--- src/rtl/dcs_pkg.sv ---
package dcs_pkg;

   localparam int STAT_W      = 12;
   localparam int DESC_WORDS  = 6;
   localparam int DESC_BYTES  = DESC_WORDS * 4;
   localparam int SW_LAST_BIT = 30;

   // status bit positions
   localparam int ST_RD_LAST   = 0;
   localparam int ST_RD_RESP   = 2;
   localparam int ST_READY     = 9;
   localparam int ST_DESC_DONE = 10;
   localparam int ST_CHAIN_END = 11;

   // register offsets
   localparam logic [1:0] RA_BASE_LO = 2'd0;
   localparam logic [1:0] RA_BASE_HI = 2'd1;
   localparam logic [1:0] RA_STATUS  = 2'd2;
   localparam logic [1:0] RA_IRQ_EN  = 2'd3;

   typedef enum logic [1:0] {
      SQ_IDLE  = 2'd0,
      SQ_FETCH = 2'd1,
      SQ_RUN   = 2'd2
   } seq_state_e;

   typedef struct packed {
      logic [31:0] start_w;
      logic [31:0] bus_w;
      logic [63:0] tx_addr;
      logic [63:0] rx_addr;
   } xfer_desc_t;

endpackage

--- src/rtl/dcs_regs.sv ---
module dcs_regs
   import dcs_pkg::*;
#(
   parameter int ADDR_W  = 48,
   parameter bit IRQ_REG = 1'b1
) (
   input  logic              clk,
   input  logic              rst_n,
   input  logic              reg_wr,
   input  logic [1:0]        reg_waddr,
   input  logic [31:0]       reg_wdata,
   input  logic [1:0]        reg_raddr,
   output logic [31:0]       reg_rdata,
   input  logic              busy,
   input  logic [STAT_W-1:0] stat_set,
   output logic              start_req,
   output logic              abort_req,
   output logic [ADDR_W-1:0] start_base,
   output logic [STAT_W-1:0] stat_q,
   output logic              irq
);

   localparam int FULL_W = 63;

   logic [31:0]       lo_q;
   logic [30:0]       hi_q;
   logic [STAT_W-1:0] en_q;
   logic              hi_wr;
   logic              st_wr;
   logic [STAT_W-1:0] clr_mask;
   logic [FULL_W-1:0] full_base;
   logic              irq_raw;

   assign hi_wr     = reg_wr && (reg_waddr == RA_BASE_HI);
   assign st_wr     = reg_wr && (reg_waddr == RA_STATUS);
   assign start_req = hi_wr && !busy && reg_wdata[31];
   assign abort_req = hi_wr && busy && (reg_wdata == 32'd0);
   assign clr_mask  = st_wr ? reg_wdata[STAT_W-1:0] : '0;
   assign full_base = {reg_wdata[30:0], lo_q};

   generate
      if (ADDR_W < FULL_W) begin : g_trunc
         logic unused_base_hi;
         assign start_base     = full_base[ADDR_W-1:0];
         assign unused_base_hi = |full_base[FULL_W-1:ADDR_W];
      end else begin : g_full
         assign start_base = full_base;
      end
   endgenerate

   always_ff @(posedge clk or negedge rst_n) begin
      if (!rst_n) begin
         lo_q <= '0;
         hi_q <= '0;
         en_q <= '0;
      end else if (reg_wr) begin
         if (!busy && reg_waddr == RA_BASE_LO) lo_q <= reg_wdata;
         if (!busy && reg_waddr == RA_BASE_HI) hi_q <= reg_wdata[30:0];
         if (reg_waddr == RA_IRQ_EN)           en_q <= reg_wdata[STAT_W-1:0];
      end
   end

   // a set event takes precedence over a clear in the same cycle
   always_ff @(posedge clk or negedge rst_n) begin
      if (!rst_n) stat_q <= '0;
      else        stat_q <= stat_set | (stat_q & ~clr_mask);
   end

   assign irq_raw = |(stat_q & en_q);

   generate
      if (IRQ_REG) begin : g_irq_ff
         always_ff @(posedge clk or negedge rst_n) begin
            if (!rst_n) irq <= 1'b0;
            else        irq <= irq_raw;
         end
      end else begin : g_irq_comb
         assign irq = irq_raw;
      end
   endgenerate

   always_comb begin
      unique case (reg_raddr)
         RA_BASE_LO: reg_rdata = lo_q;
         RA_BASE_HI: reg_rdata = {busy, hi_q};
         RA_STATUS:  reg_rdata = {{(32-STAT_W){1'b0}}, stat_q};
         default:    reg_rdata = {{(32-STAT_W){1'b0}}, en_q};
      endcase
   end

endmodule

--- src/rtl/dcs_fetch.sv ---
module dcs_fetch
   import dcs_pkg::*;
#(
   parameter int ADDR_W = 48
) (
   input  logic              clk,
   input  logic              rst_n,
   input  logic              go,
   input  logic              kill,
   input  logic [ADDR_W-1:0] go_addr,
   output logic              mem_req,
   output logic [ADDR_W-1:0] mem_addr,
   input  logic              mem_rvalid,
   input  logic [31:0]       mem_rdata,
   input  logic              mem_rerr,
   output logic              done,
   output logic              err,
   output logic              last_seen,
   output xfer_desc_t        desc
);

   localparam int IDX_W = $clog2(DESC_WORDS);
   localparam logic [IDX_W-1:0] IDX_LAST = IDX_W'(DESC_WORDS - 1);

   logic                            active;
   logic [IDX_W-1:0]                idx;
   logic [ADDR_W-1:0]               base_q;
   logic [DESC_WORDS-1:0][31:0]     words;
   logic                            take;

   assign take     = active && mem_rvalid && !kill;
   assign mem_req  = active;
   assign mem_addr = base_q + ADDR_W'({idx, 2'b00});

   always_ff @(posedge clk or negedge rst_n) begin
      if (!rst_n) begin
         active    <= 1'b0;
         idx       <= '0;
         base_q    <= '0;
         done      <= 1'b0;
         err       <= 1'b0;
         last_seen <= 1'b0;
      end else begin
         done      <= 1'b0;
         err       <= 1'b0;
         last_seen <= 1'b0;
         if (kill) begin
            active <= 1'b0;
         end else if (go) begin
            active <= 1'b1;
            idx    <= '0;
            base_q <= go_addr;
         end else if (take) begin
            if (mem_rerr) begin
               active <= 1'b0;
               err    <= 1'b1;
            end else begin
               if (idx == '0 && mem_rdata[SW_LAST_BIT]) last_seen <= 1'b1;
               if (idx == IDX_LAST) begin
                  active <= 1'b0;
                  done   <= 1'b1;
               end else begin
                  idx <= idx + 1'b1;
               end
            end
         end
      end
   end

   generate
      for (genvar w = 0; w < DESC_WORDS; w++) begin : g_word
         always_ff @(posedge clk or negedge rst_n) begin
            if (!rst_n)
               words[w] <= '0;
            else if (take && !mem_rerr && idx == IDX_W'(w))
               words[w] <= mem_rdata;
         end
      end
   endgenerate

   assign desc.start_w = words[0];
   assign desc.bus_w   = words[1];
   assign desc.tx_addr = {words[3], words[2]};
   assign desc.rx_addr = {words[5], words[4]};

endmodule

--- src/rtl/dcs_seq.sv ---
module dcs_seq
   import dcs_pkg::*;
#(
   parameter int ADDR_W = 48
) (
   input  logic              clk,
   input  logic              rst_n,
   input  logic              start_req,
   input  logic [ADDR_W-1:0] start_base,
   input  logic              abort_req,
   input  logic              fetch_done,
   input  logic              fetch_err,
   input  logic              fetch_last,
   input  logic              desc_last,
   input  logic              eng_done,
   output logic              fetch_go,
   output logic              fetch_kill,
   output logic [ADDR_W-1:0] fetch_addr,
   output logic              busy,
   output logic              eng_start,
   output logic [STAT_W-1:0] stat_set
);

   localparam logic [ADDR_W-1:0] STRIDE = ADDR_W'(DESC_BYTES);

   seq_state_e        state_q, state_d;
   logic [ADDR_W-1:0] cur_q, cur_d;
   logic              start_q, start_d;

   always_comb begin
      state_d    = state_q;
      cur_d      = cur_q;
      start_d    = 1'b0;
      fetch_go   = 1'b0;
      fetch_kill = 1'b0;
      fetch_addr = start_base;
      stat_set   = '0;
      stat_set[ST_RD_LAST] = fetch_last;
      unique case (state_q)
         SQ_IDLE: begin
            if (start_req) begin
               fetch_go = 1'b1;
               cur_d    = start_base;
               state_d  = SQ_FETCH;
            end
         end
         SQ_FETCH: begin
            if (fetch_err) begin
               stat_set[ST_RD_RESP] = 1'b1;
               stat_set[ST_READY]   = 1'b1;
               state_d              = SQ_IDLE;
            end else if (fetch_done) begin
               start_d = 1'b1;
               state_d = SQ_RUN;
            end
         end
         SQ_RUN: begin
            if (eng_done) begin
               stat_set[ST_DESC_DONE] = 1'b1;
               if (desc_last) begin
                  stat_set[ST_CHAIN_END] = 1'b1;
                  stat_set[ST_READY]     = 1'b1;
                  state_d                = SQ_IDLE;
               end else begin
                  fetch_go   = 1'b1;
                  fetch_addr = cur_q + STRIDE;
                  cur_d      = cur_q + STRIDE;
                  state_d    = SQ_FETCH;
               end
            end
         end
         default: state_d = SQ_IDLE;
      endcase
      if (abort_req && state_q != SQ_IDLE) begin
         state_d            = SQ_IDLE;
         fetch_go           = 1'b0;
         fetch_kill         = 1'b1;
         start_d            = 1'b0;
         stat_set           = '0;
         stat_set[ST_READY] = 1'b1;
      end
   end

   always_ff @(posedge clk or negedge rst_n) begin
      if (!rst_n) begin
         state_q <= SQ_IDLE;
         cur_q   <= '0;
         start_q <= 1'b0;
      end else begin
         state_q <= state_d;
         cur_q   <= cur_d;
         start_q <= start_d;
      end
   end

   assign busy      = (state_q != SQ_IDLE);
   assign eng_start = start_q;

endmodule

--- src/rtl/desc_chain_seq.sv ---
module desc_chain_seq
   import dcs_pkg::*;
#(
   parameter int ADDR_W  = 48,
   parameter bit IRQ_REG = 1'b1
) (
   input  logic              clk,
   input  logic              rst_n,
   input  logic              reg_wr,
   input  logic [1:0]        reg_waddr,
   input  logic [31:0]       reg_wdata,
   input  logic [1:0]        reg_raddr,
   output logic [31:0]       reg_rdata,
   output logic              irq,
   output logic              mem_req,
   output logic [ADDR_W-1:0] mem_addr,
   input  logic              mem_rvalid,
   input  logic [31:0]       mem_rdata,
   input  logic              mem_rerr,
   output logic              eng_start,
   output logic [31:0]       eng_start_word,
   output logic [31:0]       eng_bus_word,
   output logic [ADDR_W-1:0] eng_tx_addr,
   output logic [ADDR_W-1:0] eng_rx_addr,
   input  logic              eng_done
);

   generate
      if (ADDR_W < 33 || ADDR_W > 63) begin : g_bad_addr_w
         $fatal(1, "desc_chain_seq: ADDR_W must lie in 33..63");
      end
   endgenerate

   logic              busy;
   logic              start_req;
   logic              abort_req;
   logic [ADDR_W-1:0] start_base;
   logic [STAT_W-1:0] stat_q;
   logic [STAT_W-1:0] stat_set;
   logic              fetch_go;
   logic              fetch_kill;
   logic [ADDR_W-1:0] fetch_addr;
   logic              fetch_done;
   logic              fetch_err;
   logic              fetch_last;
   xfer_desc_t        desc;
   logic              unused_desc_hi;

   dcs_regs #(.ADDR_W(ADDR_W), .IRQ_REG(IRQ_REG)) i_regs (
      .clk        (clk),
      .rst_n      (rst_n),
      .reg_wr     (reg_wr),
      .reg_waddr  (reg_waddr),
      .reg_wdata  (reg_wdata),
      .reg_raddr  (reg_raddr),
      .reg_rdata  (reg_rdata),
      .busy       (busy),
      .stat_set   (stat_set),
      .start_req  (start_req),
      .abort_req  (abort_req),
      .start_base (start_base),
      .stat_q     (stat_q),
      .irq        (irq)
   );

   dcs_fetch #(.ADDR_W(ADDR_W)) i_fetch (
      .clk        (clk),
      .rst_n      (rst_n),
      .go         (fetch_go),
      .kill       (fetch_kill),
      .go_addr    (fetch_addr),
      .mem_req    (mem_req),
      .mem_addr   (mem_addr),
      .mem_rvalid (mem_rvalid),
      .mem_rdata  (mem_rdata),
      .mem_rerr   (mem_rerr),
      .done       (fetch_done),
      .err        (fetch_err),
      .last_seen  (fetch_last),
      .desc       (desc)
   );

   dcs_seq #(.ADDR_W(ADDR_W)) i_seq (
      .clk        (clk),
      .rst_n      (rst_n),
      .start_req  (start_req),
      .start_base (start_base),
      .abort_req  (abort_req),
      .fetch_done (fetch_done),
      .fetch_err  (fetch_err),
      .fetch_last (fetch_last),
      .desc_last  (desc.start_w[SW_LAST_BIT]),
      .eng_done   (eng_done),
      .fetch_go   (fetch_go),
      .fetch_kill (fetch_kill),
      .fetch_addr (fetch_addr),
      .busy       (busy),
      .eng_start  (eng_start),
      .stat_set   (stat_set)
   );

   assign eng_start_word = desc.start_w;
   assign eng_bus_word   = desc.bus_w;
   assign eng_tx_addr    = desc.tx_addr[ADDR_W-1:0];
   assign eng_rx_addr    = desc.rx_addr[ADDR_W-1:0];
   assign unused_desc_hi = |{desc.tx_addr[63:ADDR_W], desc.rx_addr[63:ADDR_W]};

endmodule

--- config.mk ---
export PLATFORM = sky130hd
export DESIGN_NAME = desc_chain_seq
export DESIGN_NICKNAME = d
export VERILOG_FILES = /design/src/rtl/dcs_pkg.sv /design/src/rtl/dcs_regs.sv /design/src/rtl/dcs_fetch.sv /design/src/rtl/dcs_seq.sv /design/src/rtl/desc_chain_seq.sv
export SDC_FILE = /design/constraint.sdc
export NUM_CORES = 1
export LEC_CHECK = 0
export CAP_MARGIN = 20
export CORE_MARGIN = 2
export CORE_UTILIZATION = 57
export CTS_CLUSTER_DIAMETER = 200
export DETAILED_ROUTE_END_ITERATION = 8
export GPL_ROUTABILITY_DRIVEN = 0
export PLACE_DENSITY = 0.85
export SLEW_MARGIN = 20
export SYNTH_ARGS = -nofsm -noshare
export SYNTH_HDL_FRONTEND = slang
export SYNTH_SLANG_ARGS = --single-unit
--- constraint.sdc ---
create_clock -name clk -period 9.4 [get_ports clk]
set_input_delay 2.35 -clock clk [delete_from_list [all_inputs] [get_ports clk]]
set_output_delay 2.35 -clock clk [all_outputs]
set_load 0.01 [all_outputs]
**Yosys cells after proc, flatten, opt, wreduce, memory -nomap -nowiden**

Index checks and enable logic that the tools add are counted.

- Bits of input ports: 74
- Register bits: 354
- Output and inout port bits: 243

- Bitwise gates (word level): 5
- Reductions and logical operators: 41
- Add/sub/neg operators: 3
- Equal/unequal tests: 20
- Muxes and demuxes: 56

Operator list:

| operator | number |
|---|---|
| $mux W48 | 6 |
| $pmux W32 S3 | 1 |
| $pmux W48 S2 | 1 |
| $add A48 B5 Y48 | 1 |
| $add A48 B5 Y48 const B | 1 |
| $logic_not A32 Y1 | 1 |
| $mux W1 | 32 |
| $and A12 B12 Y12 | 2 |
| $mux W12 | 2 |
| $logic_and A1 B1 Y1 | 19 |
| $mux W3 | 5 |
| $mux W2 | 6 |
| $not A12 Y12 | 1 |
| $or A12 B12 Y12 | 1 |
| $reduce_or A12 Y1 | 1 |
| $reduce_and A2 Y1 | 5 |
| $eq A2 B2 Y1 const B | 4 |
| $ne A2 B2 Y1 const B | 4 |
| $reduce_and A4 Y1 | 2 |
| $eq A2 B1 Y1 const B | 3 |
| $eq A3 B2 Y1 const B | 2 |
| $eq A3 B3 Y1 const B | 2 |
| $logic_not A2 Y1 | 3 |
| $ne A3 B2 Y1 const B | 2 |
| 13 further kinds | 18 |

**Depth between registers and ports, before layout**

Gate-level depths: netlist (run 1).

- Word-level depth: 11
- Mapped depth: 11
- Gate-level depth less buffers: 9

**Cells and area by module**

From an unflattened synthesis (run 1), not the netlist that was laid out.

- Cells, all modules: 1584
- Area, all modules: 18843.1 um^2

Modules (own cells, without submodules):

| module | instances | area an instance (um^2) | cells an instance | seq. area each (um^2) |
|---|---|---|---|---|
| dcs_fetch | 1 | 10234.8 | 699 | 6180.9 |
| dcs_seq | 1 | 4500.6 | 590 | 1276.2 |
| dcs_regs | 1 | 4107.7 | 295 | 2202.1 |

**Worst setup path after synthesis (run 1)**

No wires, ideal clock.

- Path kind: input port to output port
- Start: input reg_raddr[0]
- End: output reg_rdata[12]
- Stages: 5
- Slack: 3.119 ns
- Arrival time: 3.931 ns
- Cells stage by stage: clkbuf_1 buf_1 buf_1 mux2i_1 nor2_1

- Cells in the longest elaborated chain, start to end: 2

Ends and longest elaborated chain:

| what | RTL line | text |
|---|---|---|
| start, declared | desc_chain_seq.sv:12 | `input logic [1:0] reg_raddr,` |
| $eq A2 B2 Y1 (tied with other cells) | dcs_regs.sv:83 | `unique case (reg_raddr)` |
| $pmux W32 S3 (*) | dcs_regs.sv:83 |  |
| end, declared | desc_chain_seq.sv:13 | `output logic [31:0] reg_rdata,` |

Mark *: on every way between the ends. The rest lies on a longest branch, timed or not.

**Worst setup path after layout (run 1)**

- Start: input reg_raddr[0]
- End: output reg_rdata[9]

The elaborated chain is that of the path after synthesis.

==> flow_summary.ini, run 1 <==
[die]
core.rowCount = 63
ios = 317
die_area_sq_mm = 0.0313
die_y_um = 177
initial_core_util = 0.576
die_x_um = 177
core_area_sq_mm = 0.0296

[sta]
period_minus_slack_ns = 6.64
fin_crit_sh = 0.707
setup-violations-final = 0
fin_setup_tns_ns = 0
skew_ns = 0.0187
drv_slew = 0
rsz0062_at_grt = false
max_freq_mhz = 151
max_slew_margin = 0.221
hold_viol = 0
worst_slew_pin_slew_ns = 1.17

[critical_path]
worstSetupPathType = input pin to primary output
critPathTopFamily = buffers and inverters
crit_buf_inv = 2
endpoint_kind = primary output
reg2reg_to = i_seq.cur_q[13]
worstPathArrival_ns = 4.29
worst_r2r_path_depth = 9
start_kind = input pin
slowest_delay_ns = 0.76
r2r_slack_ns = 5.51
path_cells = buf_2 > mux4_2 > clkdlybuf4s50_1
crit_slowest_cell = buf_2
required_ns = 7.05
r2r-start = i_seq.state_q[0]
worst-path-max-fanout = 32

[power_and_ir_drop]
clkPwrFrac = 0.233
power_density_mw_per_mm2 = 296
p_int_uw = 4170
p_sw_frac = 0.350
p_sw_uw = 2250
vdd.ir_drop.worst_mv = 0.226
p_comb_frac = 0.349
p_leak_uw = 0.00948
seqPwrFrac = 0.418

[route]
drc = 0
drt-met1-wl_mm = 18.6
highest_layer = met4
wirelength_mm = 51.7
avgViaCountPerCell = 6.12
drt_first_pass_iters = 5
drt_iter0_markers = 1160
vias = 13421
dr_wl_met2_mm = 25.5
met3_length_mm = 5.56
post_drt_wl_per_cell_um = 23.6
ant_nets = 0

[synthesis]
synthFlopType = dfrtp_1
async_flop_share = 1.00
syn_area_sq_mm = 0.0170
synth_xor_xnor_area_share = 0.0432
ys_seq_area_frac = 0.520
synth_top_family_by_area = multiplexers
muxShareOfSynthArea = 0.190
synthCells = 1496
synth-compound-area-share = 0.0823
ys_types = 63
synthAdderAreaFrac = 0.0115
synth_edf_count = 0
postSynthAreaPerCell_sq_um = 11.4
syn-num-nets = 1585
synth-simple-area-share = 0.126
ys_warn_count = 0
synth-seq-cells = 354

[cts]
clk_pin_slew_ns = 0.06
cts_buffers = 37
cts-root-buf = clkbuf_16
postCtsHoldBufs = 0
htree_levels = 2
cts_tree = done
clock_path_buffers = 3
ctsResizeCount = 0
cts_num_sinks = 354
post_cts_buffers = 0
clkLatencyLatePin_ns = 0.53

[cells_and_area]
area_growth_pct = 27.4
finalNonFillerCells = 2193
fin_nets = 1866
fin_util = 0.735
drive_above_1_share = 0.199
diodes = 0

[outcome]
status = complete, no violations

[hold_path]
holdPathEnd = i_fetch.desc[85]
min_from = i_fetch.desc[85]
min_path_cells = 1
hold_class = flop to flop

[placed_design]
dp.cells = 2128
dpl.hpwl_mm = 35.0
port_buffers = 316

[grt]
first_global_vias = 13664
grt_use_total = 0.332
grt_max_degree = 180
antenna_found_initial = 0
grt_remaining_overflow = 0
grt_pass1_wl_mm = 80.0

[job]
drv_cap = 0
## metal layers
metal	up-vias	global-route usage
met5	-	0
li1	5936	-
met2	707	0.561
met1	6645	0.401
met3	133	0.104
met4	0	0.123
## power groups by stage
stage	Sequential [uW]	Clock (uW)	Combinational, uW
floorplan	2510	0	1180
global placement	2630	0	2140
detailed placement	2670	0	2210
CTS	2660	1510	2240
global route	2750	1560	2410
finish	2680	1490	2240
## cell type report
type | instances | area (sq um)
Sequential cell | 354 | 8860
Tap cell | 390 | 488
Inverter | 18 | 67.6
Clock buffer | 55 | 1110
Multi-Input combinational cell | 1032 | 7740
Clock inverter | 10 | 131
Timing Repair Buffer | 334 | 3310
Fill cell | 1916 | 7850
## cells by family (layout without fill, tap and decap cells)
logic type	Yosys count	after routing
buffers and inverters	110	417
xor gates and xnor gates	84	84
DFF	354	354
AOI/OAI and AO/OA	232	232
and+or+nand+nor	422	422
adders and majority gates	15	15
muxes	279	279
## cell usage after synthesis (all sizes together), types with 12 or more instances
master / n / area share
o211ai: 19 / 0.0093
inv: 18 / 0.0040
and3: 25 / 0.0092
ha: 14 / 0.010
mux2: 240 / 0.16
buf: 34 / 0.010
mux2i: 27 / 0.016
nand3: 69 / 0.020
xnor2: 52 / 0.027
o22ai: 24 / 0.0088
o21ai: 85 / 0.025
nor4: 20 / 0.010
clkbuf: 58 / 0.013
mux4: 12 / 0.016
dfrtp: 354 / 0.52
nand4: 33 / 0.013
xor2: 32 / 0.016
nor3: 20 / 0.0071
nand2: 127 / 0.028
nor2: 89 / 0.020
a21oi: 55 / 0.016
## worst max-delay path by stage
stage | slack [ns] | cells past startpoint | startpoint | end
floorplan | 3.12 | 5 | reg_raddr[0] | reg_rdata[12]
CTS | 2.75 | 3 | reg_raddr[0] | reg_rdata[9]
detailed placement | 2.78 | 3 | reg_raddr[0] | reg_rdata[9]
global route | 2.67 | 3 | reg_raddr[0] | reg_rdata[9]
finish | 2.76 | 3 | reg_raddr[0] | reg_rdata[9]
global placement | 2.87 | 3 | reg_raddr[0] | reg_rdata[5]
## sequential cells by signal, summed over array words and instances, names as in the netlist
| name | count |
|---|---|
| i_seq.cur_q | 48 |
| i_regs.lo_q | 32 |
| i_fetch.idx | 3 |
| i_fetch.desc | 160 |
| i_regs.en_q | 12 |
| i_fetch.mem_req | 1 |
| i_regs.stat_q | 12 |
| i_seq.state_q | 2 |
| i_regs.irq | 1 |
| i_fetch.last_seen | 1 |
| i_regs.hi_q | 31 |
| i_fetch.base_q | 48 |
| i_fetch.err | 1 |
| i_fetch.done | 1 |
| i_seq.eng_start | 1 |
## metrics by stage
step,hold slack [ns],total power (uW),area [sq um],worst slack [ns]
4_1_cts,0.506,6410,21700,2.75
5_1_grt,0.515,6720,21700,2.67
6_report,0.503,6420,21700,2.76
2_1_floorplan,0.456,3700,17000,3.12
3_5_place_dp,0.489,4880,20500,2.78
3_3_place_gp,0.474,4770,20500,2.87
## cell usage in the layout (no fill, tap or decap), types with 18 or more instances in the layout
| cell type | netlist | routed |
|---|---|---|
| and3_1 | 25 | 25 |
| clkbuf_16 | 0 | 37 |
| mux2i_1 | 27 | 27 |
| nand3_1 | 69 | 68 |
| nand2_1 | 127 | 126 |
| inv_1 | 18 | 18 |
| dfrtp_1 | 354 | 354 |
| xor2_1 | 32 | 32 |
| a21oi_1 | 55 | 55 |
| clkdlybuf4s50_1 | 0 | 314 |
| nand4_1 | 31 | 31 |
| o22ai_1 | 24 | 24 |
| mux2_2 | 240 | 240 |
| nor2_1 | 89 | 88 |
| o21ai_0 | 83 | 83 |
| xnor2_1 | 52 | 52 |
Note: power is estimated with default switching activity, not from simulation.
==> inputs of run 2 (changes only) <==
- CORE_UTILIZATION: 57 -> 53
- PLACE_DENSITY: 0.85 -> 0.8
- clock period: 9.4 -> 6.2 ns (I/O delays scaled with it)
==> run 2 against run 1 <==
Against the previous run: power is 51% higher; clock skew is 0.0036 ns lower; wire length is 4.2% lower; register-to-register slack worse by 2.7 ns; cell area is 0.49% higher; clock-buffer cell count is 1 lower; utilization is 4.5 points lower; critical path type is now flop to primary output; largest power group unchanged.
==> flow_summary.ini, run 2 (synthesis gave the netlist of run 1 again) <==
[cells_and_area]
area_growth_pct = 28.1
multi_input_area_sq_mm = 0.00776
layout_common_cells = dfrtp_1, clkdlybuf4s50_1, mux2_2
drive_above_1_share = 0.201
largest_register_ff_count = 160
fin_nets = 1871
layout.area.seq_sq_mm = 0.00886
final_common_cell = dfrtp_1
finalNonFillerCells = 2214
fill_cells = 2289

[critical_path]
worst_r2r_path_depth = 10
worstPathArrival_ns = 3.70
required_ns = 4.65
r2r-start = i_seq.state_q[0]
crit_path_end = mem_addr[42]
endpoint_kind = primary output
startpoint = i_fetch.idx[0]
worstSetupPathType = flop to primary output
r2r_slack_ns = 2.82
reg2reg_to = i_seq.cur_q[44]
worst-path-max-fanout = 7
start_kind = flop

[cts]
cts_buffers = 38
postCtsHoldBufs = 0
cts_num_sinks = 354
clock_path_buffers = 3
cts-root-buf = clkbuf_16
cts_tree = done
post_cts_buffers = 0
ctsResizeCount = 0
clk_pin_slew_ns = 0.06
htree_levels = 2
clkLatencyLatePin_ns = 0.53

[hold_path]
hold_class = flop to flop
min_from = i_fetch.desc[149]

[placed_design]
dp.cells = 2144
dpl.hpwl_mm = 34.3
dp_slack_ns = 1.13
port_buffers = 316

[grt]
grt_pass1_wl_mm = 77.4
antenna_found_initial = 2
grt_use_total = 0.297
first_global_vias = 13672
grt_max_degree = 178
grt_remaining_overflow = 0

[power_and_ir_drop]
p_total_uw = 9680
clkPwrFrac = 0.237
vdd.ir_drop.worst_mv = 0.285
p_int_uw = 6370
p_comb_frac = 0.349
p_sw_uw = 3310
p_sw_frac = 0.342
p_leak_uw = 0.00955
power_density_mw_per_mm2 = 443
seqPwrFrac = 0.414

[sta]
fin_ws_ns = 0.945
hold_viol = 0
period_minus_slack_ns = 5.25
skew_ns = 0.0151
fin_setup_tns_ns = 0
rsz0062_at_grt = false
drv_slew = 0
worst_slew_pin_slew_ns = 0.990
setup-violations-final = 0
max_freq_mhz = 190
fin_crit_sh = 0.848
hold_slack_ns = 0.500
max_slew_margin = 0.334

[die]
die_y_um = 183
initial_core_util = 0.539
ios = 317
core_area_sq_mm = 0.0316
die_area_sq_mm = 0.0336
core.rowCount = 65
die_x_um = 183

[route]
post_drt_wl_per_cell_um = 22.4
vias = 13280
ant_nets = 0
wirelength_mm = 49.6
drt_first_pass_iters = 5
drc = 0
drt_iter0_markers = 1052
avgViaCountPerCell = 6.00

[outcome]
status = complete, no violations

[job]
drv_cap = 0
-- run 2: cell types whose count changed in the layout (fill, tap and decap cells not counted), moves of 2 or more --
| cell | change |
|---|---|
| buf_4 | +3 |
| clkbuf_16 | +2 |
| clkbuf_8 | -4 |
| clkinv_2 | +5 |
| clkinvlp_4 | -2 |
| diode_2 | +3 |
-- run 2: power by group through the flow --
| stage | Clock, uW | Combinational [uW] | Sequential [uW] |
|---|---|---|---|
| global route | 2420 | 3650 | 4120 |
| detailed placement | 0 | 3360 | 4010 |
| CTS | 2330 | 3390 | 3980 |
| finish | 2290 | 3380 | 4010 |
| global placement | 0 | 3280 | 3950 |
| floorplan | 0 | 1790 | 3810 |
-- run 2: stage by stage --
step	utilization	cell area, sq um
finish	0.690	21800
global route	0.690	21800
CTS	0.689	21800
detailed placement	0.649	20500
global placement	0.649	20500
floorplan	-	17000
-- run 2: worst min path at each step --
stage | endpoint | depth (start not counted) | slack [ns]
4_1_cts | i_fetch.desc[151] | 1 | 0.51
5_1_grt | i_fetch.desc[6] | 1 | 0.52
3_3_place_gp | i_fetch.base_q[4] | 2 | 0.48
6_report | i_fetch.desc[149] | 1 | 0.50
3_5_place_dp | i_seq.cur_q[0] | 1 | 0.49
2_1_floorplan | i_fetch.base_q[4] | 2 | 0.46
-- run 2: final cells by class --
| type | count | area share |
|---|---|---|
| flip-flops and latches | 354 | 0.406 |
| multi-input cells | 1032 | 0.355 |
| repair buffers | 338 | 0.154 |
| clock buffers | 54 | 0.0510 |
| well taps | 402 | 0.0231 |
| clock inverters | 13 | 0.00745 |
| inverters | 18 | 0.00310 |
| diodes | 3 | 0.000344 |
-- run 2: worst max-delay path, stage by stage, from the launching register on --
cell	delay, ns
dfrtp_1	0.44
ha_1	0.20
inv_1	0.06
fa_1	0.50
inv_1	0.12
a21oi_1	0.18
nor2_1	0.43
nand2_1	0.17
nor4_1	0.34
xor2_1	0.18
clkdlybuf4s50_1	0.55
-- run 2: per-layer routing --
metal | GRT usage | wire length (um) | vias up
met4 | 0.115 | 1830 | 0
li1 | - | - | 5958
met1 | 0.367 | 19100 | 6596
met5 | 0 | 0 | -
met3 | 0.0943 | 4940 | 122
met2 | 0.488 | 23700 | 604
